===== src/rtl/dac_serial_master.sv =====
module dac_serial_master #(
  parameter int HALF = 2
) (
  input  logic       clk,
  input  logic       rst_n,
  input  logic       req_valid,
  output logic       req_ready,
  input  logic       req_ctrl,
  input  logic       req_fast,
  input  logic       req_pdown,
  input  logic [7:0] req_code,
  input  logic [1:0] req_ref,
  input  logic       auto_ctrl,
  input  logic       byte_mode,
  output logic       done,
  output logic       cs_n,
  output logic       fs,
  output logic       sclk,
  output logic       sdo
);
  localparam int CW = $clog2(2*HALF+1);
  localparam logic [CW-1:0] HL = CW'(HALF-1);
  localparam logic [CW-1:0] PL = CW'(2*HALF-1);

  typedef enum logic [3:0] {S_IDLE, S_CSL, S_FSL, S_LO, S_HI, S_PAUSE, S_FSH, S_FIN, S_GAP} st_t;

  st_t st;
  logic [CW-1:0] cnt;
  logic [3:0] nbit;
  logic [15:0] sh, dword;
  logic pend, is_ctrl, bmode;
  logic cfg_ok, last_fast, last_pd;
  logic [1:0] last_ref;
  logic fast_q, pd_q;
  logic [1:0] ref_q;

  wire [15:0] ctrl_w = {1'b1, req_fast, req_pdown, 1'b1, 10'd0, req_ref};
  wire [15:0] data_w = {1'b0, req_fast, req_pdown, 1'b0, req_code, 4'd0};
  wire stale = !cfg_ok || last_ref != req_ref || last_fast != req_fast || last_pd != req_pdown;
  wire need_ctrl = auto_ctrl && !req_ctrl && stale;
  wire tick = (cnt == '0);

  always_ff @(posedge clk or negedge rst_n) begin
    if (!rst_n) begin
      st <= S_IDLE; cnt <= '0; nbit <= '0; sh <= '0; dword <= '0;
      pend <= 1'b0; is_ctrl <= 1'b0; bmode <= 1'b0;
      cfg_ok <= 1'b0; last_fast <= 1'b0; last_pd <= 1'b0; last_ref <= '0;
      fast_q <= 1'b0; pd_q <= 1'b0; ref_q <= '0;
    end else begin
      if (cnt != '0) cnt <= cnt - 1'b1;
      case (st)
        S_IDLE: if (req_valid) begin
          sh      <= (req_ctrl || need_ctrl) ? ctrl_w : data_w;
          dword   <= data_w;
          pend    <= need_ctrl;
          is_ctrl <= req_ctrl || need_ctrl;
          bmode   <= byte_mode;
          fast_q  <= req_fast; pd_q <= req_pdown; ref_q <= req_ref;
          st <= S_CSL; cnt <= HL;
        end
        S_CSL: if (tick) begin st <= S_FSL; cnt <= HL; nbit <= '0; end
        S_FSL: if (tick) begin st <= S_LO; cnt <= HL; end
        S_LO:  if (tick) begin st <= S_HI; cnt <= HL; sh <= {sh[14:0], 1'b0}; end
        S_HI:  if (tick) begin
          if (nbit == 4'd15) begin
            st <= S_FSH; cnt <= HL;
          end else if (bmode && nbit == 4'd7) begin
            st <= S_PAUSE; cnt <= PL; nbit <= nbit + 4'd1;
          end else begin
            st <= S_LO; cnt <= HL; nbit <= nbit + 4'd1;
          end
        end
        S_PAUSE: if (tick) begin st <= S_LO; cnt <= HL; end
        S_FSH:   if (tick) st <= S_FIN;
        S_FIN: begin
          if (is_ctrl) begin
            cfg_ok <= 1'b1; last_fast <= fast_q; last_pd <= pd_q; last_ref <= ref_q;
          end
          if (pend) begin
            sh <= dword; pend <= 1'b0; is_ctrl <= 1'b0;
            st <= S_GAP; cnt <= HL;
          end else begin
            st <= S_IDLE;
          end
        end
        S_GAP: if (tick) begin st <= S_CSL; cnt <= HL; end
        default: st <= S_IDLE;
      endcase
    end
  end

  assign req_ready = (st == S_IDLE);
  assign done      = (st == S_FIN);
  assign cs_n      = (st == S_IDLE) || (st == S_FIN) || (st == S_GAP);
  assign fs        = cs_n || (st == S_CSL) || (st == S_FSH);
  assign sclk      = (st != S_LO);
  assign sdo       = sh[15];

  logic sclk_q;
  logic [4:0] nfall;
  always_ff @(posedge clk or negedge rst_n) begin
    if (!rst_n) begin
      sclk_q <= 1'b1; nfall <= '0;
    end else begin
      sclk_q <= sclk;
      if (cs_n) nfall <= '0;
      else if (sclk_q && !sclk) nfall <= nfall + 5'd1;
    end
  end

  AST_IDLE_LEVELS: assert property (@(posedge clk) disable iff (!rst_n) cs_n |-> (fs && sclk));
  AST_FS_INSIDE_CS: assert property (@(posedge clk) disable iff (!rst_n) !fs |-> !cs_n);
  AST_SDO_STILL_LOW: assert property (@(posedge clk) disable iff (!rst_n) (!sclk && !sclk_q) |-> $stable(sdo));
  AST_SIXTEEN_FALLS: assert property (@(posedge clk) disable iff (!rst_n) done |-> nfall == 5'd16);
  AST_DONE_AFTER_CS: assert property (@(posedge clk) disable iff (!rst_n) done |-> (cs_n && !$past(cs_n)));
  AST_READY_IDLE: assert property (@(posedge clk) disable iff (!rst_n) req_ready |-> (cs_n && !done));
endmodule


===== config.mk =====
export PLATFORM = sky130hd
export DESIGN_NAME = dac_serial_master
export DESIGN_NICKNAME = d
export VERILOG_FILES = /design/src/rtl/dac_serial_master.sv
export SDC_FILE = /design/constraint.sdc
export NUM_CORES = 1
export LEC_CHECK = 0
export BUFFER_PORTS_ARGS = -buffer_cell sky130_fd_sc_hd__buf_2
export CAP_MARGIN = 30
export CORE_UTILIZATION = 53
export CTS_CLUSTER_DIAMETER = 150
export DETAILED_ROUTE_END_ITERATION = 6
export PLACE_DENSITY_LB_ADDON = 0.3
export REMOVE_ABC_BUFFERS = 1
export SETUP_SLACK_MARGIN = 0.1
export SLEW_MARGIN = 10
export SYNTH_ARGS = -nofsm -noshare
export SYNTH_HDL_FRONTEND = slang
export SYNTH_SLANG_ARGS = --single-unit

===== constraint.sdc =====
create_clock -name clk -period 1.71 [get_ports clk]
set_input_delay 0.0855 -clock clk [delete_from_list [all_inputs] [get_ports clk]]
set_output_delay 0.0855 -clock clk [all_outputs]
set_load 0.01 [all_outputs]

# Word-level counts from Yosys, hierarchy flattened
# Index checks and enable logic that the tools add are counted.
# Widths: inputs -> output; s select.
# op_classes
n_addsub	2
eq_ne	23
muxes	33
reduce_logical	28
# op_table
cell	count
$mux 16	4
$pmux 16 s3	1
$mux 4	11
$pmux 4 s8	1
$mux 3	7
$eq 4x3->1 const B	5
$ne 2x2->1 const B	7
$pmux 3 s4	1
$eq 4x2->1 const B	2
$eq 4x4->1 const B	2
$logic_or 1x1->1	8
$pmux 4 s2	1
$reduce_and 4->1	2
$reduce_and 7->1	1
$reduce_and 2->1	3
$reduce_bool 3->1	2
$reduce_or 5->1	1
$add 4x1->4 const B	1
$eq 4x1->1 const B	1
$logic_not 4->1	1
$mux 2	2
$ne 2x1->1 const B	2
$ne 4x2->1 const B	1
$pmux 1 s2	2
10 further kinds	17
# totals
ff_bits	49
inputBits	18
output_inout_bits	6
word_cells	101

# Longest topological paths before layout
# Gate-level depths: netlist of run 1.
# depth
ltp_word	9
ltp_mapped	8
mapped_depth_nobuf	8

# Worst setup path before layout of run 1
# OpenSTA, ideal clock, no wires.
# synth_path
path_type	register to register
start	register cnt[0]
end	register nbit[3]
setup_time_ns	0.095
t_arrival_ns	1.741
t_required_ns	1.615
slack_ns	-0.126
path_stages_with_launch	8
n_path_buf	0
period_less_slack_ns	1.836
path_cell_list	dfrtp_1 > inv_1 > ha_1 > nor2b_4 > inv_2 > or4_4 > or2_1 > o31ai_1
# synth_between
elab_chain_cells	3
word_cells_on_any_way	4
classes_between	eq/ne: 2; reduce/logical: 2
# synth_lines
item	line_no	rtl
from (decl)	28	logic [CW-1:0] cnt;
from (signal assigned)	50	if (cnt != '0) cnt <= cnt - 1'b1;
$logic_not 3->1 *	41	wire tick = (cnt == '0);
$ne 2x2->1 (no source line)	-	
$reduce_and 4->1 (no source line) *	-	
to (signal assigned)	45	st <= S_IDLE; cnt <= '0; nbit <= '0; sh <= '0; dword <= '0;
to (signal assigned)	61	S_CSL: if (tick) begin st <= S_FSL; cnt <= HL; nbit <= '0; end
to (signal assigned)	68	st <= S_PAUSE; cnt <= PL; nbit <= nbit + 4'd1;
to (decl)	29	logic [3:0] nbit;
# Every way passes the cells marked *; elsewhere a longest branch is shown, timed or not.
# A chain may end at the register's enable or synchronous reset.

# Worst setup path in the final report of run 1
# layout_path
start	register st[2]
end	register sh[7]
# layout_between
elab_chain_cells	3
word_cells_on_any_way	9
classes_between	eq/ne: 5; mux: 1; reduce/logical: 3
# layout_lines
item	line_no	rtl
from (decl)	27	st_t st;
from (signal assigned)	45	
from (signal assigned)	59	st <= S_CSL; cnt <= HL;
from (signal assigned)	61	
$eq 4x3->1 (tied with other cells)	51	case (st)
$ne 2x1->1 (no source line) (tied with other cells)	-	
$reduce_and 4->1 (no source line)	-	
to (signal assigned)	53	sh <= (req_ctrl || need_ctrl) ? ctrl_w : data_w;
to (decl)	30	logic [15:0] sh, dword;
# Several ways; a longest one is shown, not always the timed one.

==> flow_results.org, run 1 <==
** Die
- Core area :: around 0.0044 mm2
- In this run the vertical extent of the chip is between 60 and 70 um.
- Total I/O pin count :: 24
- Floorplan die area :: 0.00490 mm2
- Effective utilization at floorplan :: 55.9%
- Number of standard-cell rows in the floorplan :: 24
- Width of the die :: between 60 and 70 um

** Pwr
- Net switching is a little over two fifths of the power.
- After layout, the design draws a total of 7.31 mW.
- Part of the total power dissipated in the clock network :: approximately 9%
- Internal power comes to 4.26 mW.
- Peak VDD IR :: 0.00112 V
- Power density over the cells :: between 1500 and 2000 mW/mm2
- LEAKAGE :: between 1.5 and 2 nW
- Relative contribution of sequential cells to total power :: between 20 and 30%
- In this run, the combinational gates consume between 60% and 70% of the power.
- For this design the total switching power over the nets is roughly 3.1 mW.

** Yosys
- Counting flops with a built-in enable in the synthesized netlist gives 0.
- The cell area that synthesis handed to floorplanning was approximately 0.0024 mm2.
- For this run, the leading register cell type out of synthesis is sky130_fd_sc_hd__dfrtp_1.
- Total of flip-flops plus latches after synthesis :: between 40 and 50
- Cell count after synthesis :: about 240
- The synthesized netlist contains between 50 and 60 unique library cells.
- Asr flop ratio synth :: 100%
- Yosys warnings :: 0
- Each instance of the synthesized netlist takes up on average 10.4 um2.
- Sequential share of the synthesized area :: 48.0%

** STA
- In the post-route analysis, the smallest setup slack over all paths is -0.232 ns.
- The count of final hold-check violations is 0.
- Unrepaired setup endpoints after global routing :: true
- Slew at the pin with the worst max-slew slack :: between 0.5 and 0.6 ns
- Total negative slack for setup checks :: -4.51 ns
- Post-route fraction of the period consumed by the critical path :: 114%
- Slew Limit Fails :: 0
- On the final layout, the worst clock skew is between 0.007 and 0.008 ns.
- Counting I/O delays and the setup requirement, the final critical path takes between 1.5 and 2 ns.
- Derived from the worst setup path, the maximum achievable clock frequency is 515 MHz.
- Worst slew margin relative to its limit :: between 60% and 70%
- Setup violations remaining at the end of the flow were counted as 44.

** Worst hold path
- Class of the tightest hold or removal check :: in -> reg
- Along the worst hold path, the cell count comes to 2.

** Placed design
- Number of port buffers :: 23
- Routability congestion estimate :: 0.887
- HPWL after DPL :: between 3000 and 4000 um

** Clock network
- In this run, CTS created clock tree buffers numbering 5.
- The H-tree was split into 2 levels.
- Clock tree root driver cell :: sky130_fd_sc_hd__clkbuf_8
- CTS tree :: yes
- Clock transition at path regs :: about 0.090 ns
- Clock tree synthesis found a total of 47 sinks.
- Clock latency on the worst-skew pair, taken at its later pin, is between 0.3 and 0.4 ns.
- No sink is reached through more buffers than the 2 on the longest clock path.

** Critical path
- Cells on worst reg2reg path :: 7
- Type of the worst setup path :: reg -> reg
- STA puts the critical path data arrival time at approximately 2.1 ns.
- Data required time of the critical path :: 1.87 ns
- STA classifies the critical path startpoint as a flip-flop.
- Along the worst path, the maximum fanout reaches 5.
- STA classifies the critical path endpoint as a flip-flop.

** Final layout
- After the last flow step, the layout net total stands at roughly 350.
- 0 antenna diodes ended up in the layout.
- Layout overhead on the synthesized area :: 51.7%
- Most frequent cells in the layout :: 46 x sky130_fd_sc_hd__dfrtp_1, 36 x sky130_fd_sc_hd__buf_4, 31 x sky130_fd_sc_hd__buf_6, 19 x sky130_fd_sc_hd__buf_2, 14 x sky130_fd_sc_hd__mux2_2
- Of the cells placed in the final design, the portion with a size suffix greater than 1 is about 57%.
- Leading cell type in the layout, fill and taps excluded :: sky130_fd_sc_hd__dfrtp_1

** Global route
- Global route total overflow :: 0
- Wire length of the first global-routing pass :: about 11000 um
- The initial antenna violation count came to 0.
- Global routing consumed, over all layers together, 31.1% of the routing resources.
- Via count of the first global-routing pass :: about 2300
- Maximum number of pins on one net before global-route repair :: 18

** Route
- In the routed layout, each cell is associated on average with a via count of 6.43.
- After detailed routing, the average wire length per cell comes to 22.4 um.
- Count of routing violations after the opening detailed-route iteration :: 240
- For this run, design rule violations remaining after detail routing come to 0.
- The routed layout has roughly 2400 vias.
- The pre-antenna-repair detailed-routing pass consisted of 7 iterations.
- In this run the remaining antenna-violating nets after routing total 0.
- After detailed routing, the total wire length is about 8500 um.

** Run status
- Outcome :: finished, violations left
- Violations in the final reports :: setup timing

** Job
- # Max-Cap Violations :: 0
## per-stage QoR
step	cells	cell area [um2]	hold slack, ns	setup slack (ns)	util, %
after floorplan	224	2370	-0.210	-0.606	-
after global placement	338	2860	0.00769	-0.123	65.2
after detailed placement	338	2860	0.00750	-0.202	65.2
after CTS	373	3440	0.00304	-0.120	78.4
after global routing	378	3720	0.0162	-0.275	84.8
final	378	3720	0.0128	-0.232	84.8
## power by group through the flow
| stage | clock network, mW | logic [mW] | registers (mW) |
|---|---|---|---|
| floorplan | 0 | 1.60 | 1.94 |
| global placement | 0 | 2.59 | 1.91 |
| detailed placement | 0 | 2.65 | 1.94 |
| CTS | 0.664 | 3.66 | 1.94 |
| global route | 0.719 | 4.84 | 2.10 |
| finish | 0.671 | 4.57 | 2.08 |
## final cells by class
cell class                      instances  area, um2
Multi-Input combinational cell        167       1490
Timing Repair Buffer                   94        852
Inverter                               10       45.0
Tap cell                               52       65.1
Clock buffer                            5       68.8
Clock inverter                          2       13.8
Sequential cell                        47       1180
Fill cell                             228        667
Timing Repair inverter                  1       6.26
## cells by family (layout without fill, tap and decap cells)
logic type / after synthesis / count (layout) / share of synthesized area (%)
flops: 47 / 47 / 48.0
compound gates: 62 / 62 / 17.9
xor+xnor: 4 / 4 / 1.43
simple gates: 75 / 75 / 15.7
fa+ha+maj: 4 / 4 / 2.04
mux: 22 / 22 / 10.1
buf+inv: 22 / 112 / 4.75
## path summary, 6_finish.rpt
kind,start,to,slack [ns]
worst max-delay path,st[2]$_DFFE_PN0P_,sh[7]$_DFFE_PN0P_,-0.23
worst min-delay path,byte_mode,bmode$_DFFE_PN0P_,0.01
worst max register to register,st[2]$_DFFE_PN0P_,sh[7]$_DFFE_PN0P_,-0.23
worst min register to register,cfg_ok$_DFFE_PN0P_,cfg_ok$_DFFE_PN0P_,0.48
max in group asynchronous,rst_n,st[3]$_DFFE_PN0P_,0.95
min in group asynchronous,rst_n,bmode$_DFFE_PN0P_,0.20
## worst max-delay path, cell delays in order, from the launching register on
cell and delay, ns:
sky130_fd_sc_hd__dfrtp_1 0.43, sky130_fd_sc_hd__buf_6 0.15, sky130_fd_sc_hd__buf_6 0.12, sky130_fd_sc_hd__and2b_2 0.22, sky130_fd_sc_hd__nand3_4 0.14, sky130_fd_sc_hd__inv_8 0.06, sky130_fd_sc_hd__a222oi_1 0.50, sky130_fd_sc_hd__a21oi_2 0.17
## flip-flops by register name, summed over array words and instances (netlist names)
register	count
bmode	1
ref_q	2
last_pd	1
cfg_ok	1
last_ref	2
sh	16
last_fast	1
pend	1
cnt	3
is_ctrl	1
dword	9
nbit	4
st	4
fast_q	1
## routing by layer
layer	track usage, %	part of all wire [%]
met5	0	0
met4	20.4	7.5
met3	5.63	5.4
met2	51.6	50
met1	37.0	37
## synth_stat cells (all sizes together) (2+ instances only)
library cell	count	share of area, %
nand3	10	2.0
or3	2	0.51
o22ai	3	0.77
a31oi	5	1.3
nor2	24	3.7
dfrtp	47	48
and2b	2	0.66
a222oi	8	3.3
or2	2	0.51
ha	4	2.0
o21ai	14	2.9
xnor2	4	1.4
buf	8	2.6
or4	2	0.92
o31ai	2	0.61
mux2i	3	1.2
o41ai	2	1.5
clkbuf	4	0.61
nand2	16	2.6
nor2b	2	0.82
nand4b	2	0.72
o22a	3	1.1
nand2b	4	1.0
nor3	4	0.82
inv	10	1.5
a21oi	16	3.6
mux2	19	8.9
and3	2	0.51
## what timing repair did
action                                 CTS  global route
setup buffers                           26             6
cloned                                   3             1
endpoints found under the hold margin   14             0
pin swaps                               27            18
gates resized for setup                 71            61
hold buffers                             1             0
setup endpoints to repair               45            49
Note: power is estimated with default switching activity, not from simulation.
==> inputs of run 2 (changes only) <==
--- a/config.mk
+++ b/config.mk
@@ -7,12 +7,13 @@
 export LEC_CHECK = 0
 export BUFFER_PORTS_ARGS = -buffer_cell sky130_fd_sc_hd__buf_2
 export CAP_MARGIN = 30
-export CORE_UTILIZATION = 53
+export CORE_UTILIZATION = 58
 export CTS_CLUSTER_DIAMETER = 150
 export DETAILED_ROUTE_END_ITERATION = 6
 export PLACE_DENSITY_LB_ADDON = 0.3
 export REMOVE_ABC_BUFFERS = 1
 export SETUP_SLACK_MARGIN = 0.1
+export SKIP_LAST_GASP = 1
 export SLEW_MARGIN = 10
 export SYNTH_ARGS = -nofsm -noshare
 export SYNTH_HDL_FRONTEND = slang
==> constraint.sdc (replaced) <==
create_clock -name clk -period 1.8 [get_ports clk]
set_input_delay 0.09 -clock clk [delete_from_list [all_inputs] [get_ports clk]]
set_output_delay 0.09 -clock clk [all_outputs]
set_load 0.01 [all_outputs]
==> run 2 against run 1 <==
The run still ends with setup timing left. Core utilization shrank 2.3 points. Clock skew grew 0.0087 ns. Total power shrank 19%. Critical endpoint is now cnt[0]$_DFF_PN0_.
==> flow_results.org, run 2 (synthesis gave the netlist of run 1 again) <==
** Final layout
- Once layout is done, the placed cells without fillers occupy roughly 0.0033 mm2.
- In the final layout, the registers with the most flip-flops are sh (16), dword (9).
- Most frequent cells in the layout :: 46 x sky130_fd_sc_hd__dfrtp_1, 43 x sky130_fd_sc_hd__buf_4, 22 x sky130_fd_sc_hd__buf_2, 18 x sky130_fd_sc_hd__mux2_2, 16 x sky130_fd_sc_hd__nor2_1
- Share of cells above drive strength 1 :: 48.2%
- Most flops, register :: sh
- Layout overhead on the synthesized area :: 35.6%
- Total Nets Final :: 334
- Measured on the finished design, the core utilization comes to between 80% and 90%.
- The layout has between 200 and 250 filler cells.
- The multi-input combinational cells in the finished layout cover a total of roughly 0.0013 mm2.
- The number of antenna diodes in the final layout is 0.
- The register with the most flip-flops in the layout has 16 of them.
- Leading cell type in the layout, fill and taps excluded :: sky130_fd_sc_hd__dfrtp_1
- Registers take ~0.0012 mm2.

** STA
- At the pin with the least slew margin, the transition time is 0.389 ns.
- Worst slew margin relative to its limit :: 74.0%
- Achievable Freq :: approximately 540 MHz
- Setup clock skew after layout :: roughly 0.017 ns
- In the final timing run, aggregate negative setup slack is -0.309 ns.
- In the finished design, the share of the clock period the worst path needs comes to 103%.
- The routed design could run at a clock period as short as about 1.9 ns.
- Final count of negative-setup-slack endpoints :: 12
- Slew Limit Fails :: 0
- Unrepaired setup endpoints after global routing :: true
- In the post-route analysis, the smallest setup slack over all paths is -0.0516 ns.
- The count of final hold-check violations was 0.

** Clock network
- Clock-pin slew was measured on the worst setup and hold paths at 0.10 ns.
- The clock passes through at most 2 buffers.
- Clock insertion delay at the later pin of the skew report :: around 0.31 ns
- The number of clock buffers added by TritonCTS is 5.
- Clock tree root driver cell :: sky130_fd_sc_hd__clkbuf_8
- Number of sinks handled by clock tree synthesis :: 47
- Max H-tree Level :: 2
- TritonCTS built the clock tree.

** Placed design
- Timing analysis after detailed placement gives a worst setup slack of -0.142 ns.
- Standard cell area after detailed placement :: ~0.0028 mm2
- Routability congestion estimate :: 0.804
- Number of port buffers :: 23
- HPWL after DPL :: about 3700 um

** Pwr
- Summed over all cells, the static leakage comes to around 1.5 nW.
- In this run the power density over the cells is 1780 mW/mm2.
- Overall power consumption :: just under 6 mW
- Peak VDD IR :: roughly 0.0011 V

** Global route
- The initial antenna violation count came to 0.
- The first global-routing pass estimated roughly 8600 um of wire.
- Global routing finished with a remaining overflow of 0.
- Maximum number of pins on one net before global-route repair :: 19
- The number of global-route vias before repair was around 1900.
- Global routing used a little over a quarter of the available tracks across all layers.

** Die
- Core area :: approximately 0.0040 mm2
- The floorplan has 23 rows.
- Total I/O pin count :: 24
- In this run the horizontal extent of the chip is 67.0 um.
- For this configuration, the core starts out at a cell density of between 60 and 70%.
- From bottom edge to top edge, the die measures ~67 um.
- Floorplan die area :: ~0.0045 mm2

** Run status
- The final reports fail on setup timing.
- The flow ran to the end, but the final reports show violations.

** Critical path
- Data required time of the critical path :: between 1.5 and 2 ns
- CP Max Fanout :: 7
- Critical register-to-register path endpoint :: cnt[0]$_DFF_PN0_
- Counting cells, the worst reg-to-reg path comes to 7.
- Crit Reg-Reg Startpoint :: st[1]$_DFFE_PN0P_
- Setup slack of the most critical reg-to-reg path :: -0.05 ns
- Type of the worst setup path :: reg -> reg
- The worst setup path is launched from a flip-flop.
- STA puts the critical path data arrival time at between 2 and 2.5 ns.
- Crit. End Element :: flip-flop

** Route
- Count of routing violations after the opening detailed-route iteration :: ~170
- The detail route stage leaves a number of antenna-violating nets equal to 0.
- Post-detailed-route via-to-cell ratio :: 5.99
- Remaining routing DRC violations :: 0
- Total via count in the routed design :: ~2200
- The final layout contains routed wiring with a total length of roughly 6100 um.
- Number of detailed-routing iterations run before antenna repair :: 5
- After detailed routing, the average wire length per cell comes to between 15 and 20 um.

** Worst hold path
- In this run the most critical hold path is launched from req_code[4].
- WHS Path Cells :: 2
- The min-delay analysis places its worst path in the category in -> reg.
- Endpoint of the worst hold path :: dword[8]$_DFFE_PN0P_

** Job
- Across the run, the number of max-cap violations was 0.
run 2: worst max-delay path by stage:
stage / cells past startpoint / to / start
2_1_floorplan: 4 / sh[13]$_DFFE_PN0P_ / st[1]$_DFFE_PN0P_
3_3_place_gp: 7 / nbit[3]$_DFFE_PN0P_ / cnt[0]$_DFF_PN0_
3_5_place_dp: 7 / nbit[3]$_DFFE_PN0P_ / cnt[0]$_DFF_PN0_
4_1_cts: 7 / nbit[3]$_DFFE_PN0P_ / cnt[0]$_DFF_PN0_
5_1_grt: 8 / cnt[0]$_DFF_PN0_ / st[2]$_DFFE_PN0P_
6_report: 7 / cnt[0]$_DFF_PN0_ / st[1]$_DFFE_PN0P_
run 2: critical path, stage by stage, from the launching register on:
cell and delay (ns):
sky130_fd_sc_hd__dfrtp_2 0.47, sky130_fd_sc_hd__or4_4 0.56, sky130_fd_sc_hd__a21oi_4 0.17, sky130_fd_sc_hd__buf_4 0.12, sky130_fd_sc_hd__buf_4 0.10, sky130_fd_sc_hd__a21oi_1 0.05
sky130_fd_sc_hd__nor3_1 0.21, sky130_fd_sc_hd__a21oi_1 0.06
run 2: per-layer routing:
layer  wire [um]  vias up  track usage (%)
li1            -     1022                -
met1        2530     1088             32.2
met2        3260       59             45.1
met3         227        4             4.45
met4          50        0             12.2
met5           0        -                0
run 2: timing repair:
action,CTS,global route
setup endpoints to repair,41,48
gates resized for setup,19,39
hold endpoints to repair,14,0
hold buffers,1,0
setup buffers,14,13
cloned,0,3
pin swaps,11,15
run 2: power breakdown:
part	internal, mW	switching, mW
Sequential	1.54	0.324
Clock	0.315	0.358
Combinational	1.80	1.57
run 2: cell type report:
cell class                 count  area share, %
multi-input combinational    168           40.0
sequential                    47           35.4
timing repair buffer          79           18.4
clock buffer                   7           2.60
tap                           50           1.88
inverter                      10           1.20
clock inverter                 1          0.264
timing repair inverter         1          0.226
run 2: stage by stage:
step	hold slack, ns	instances
CTS	0.0244	350
global route	0.0238	363
detailed placement	0.0283	328
global placement	0.0256	328
finish	0.0255	363
floorplan	-0.206	224
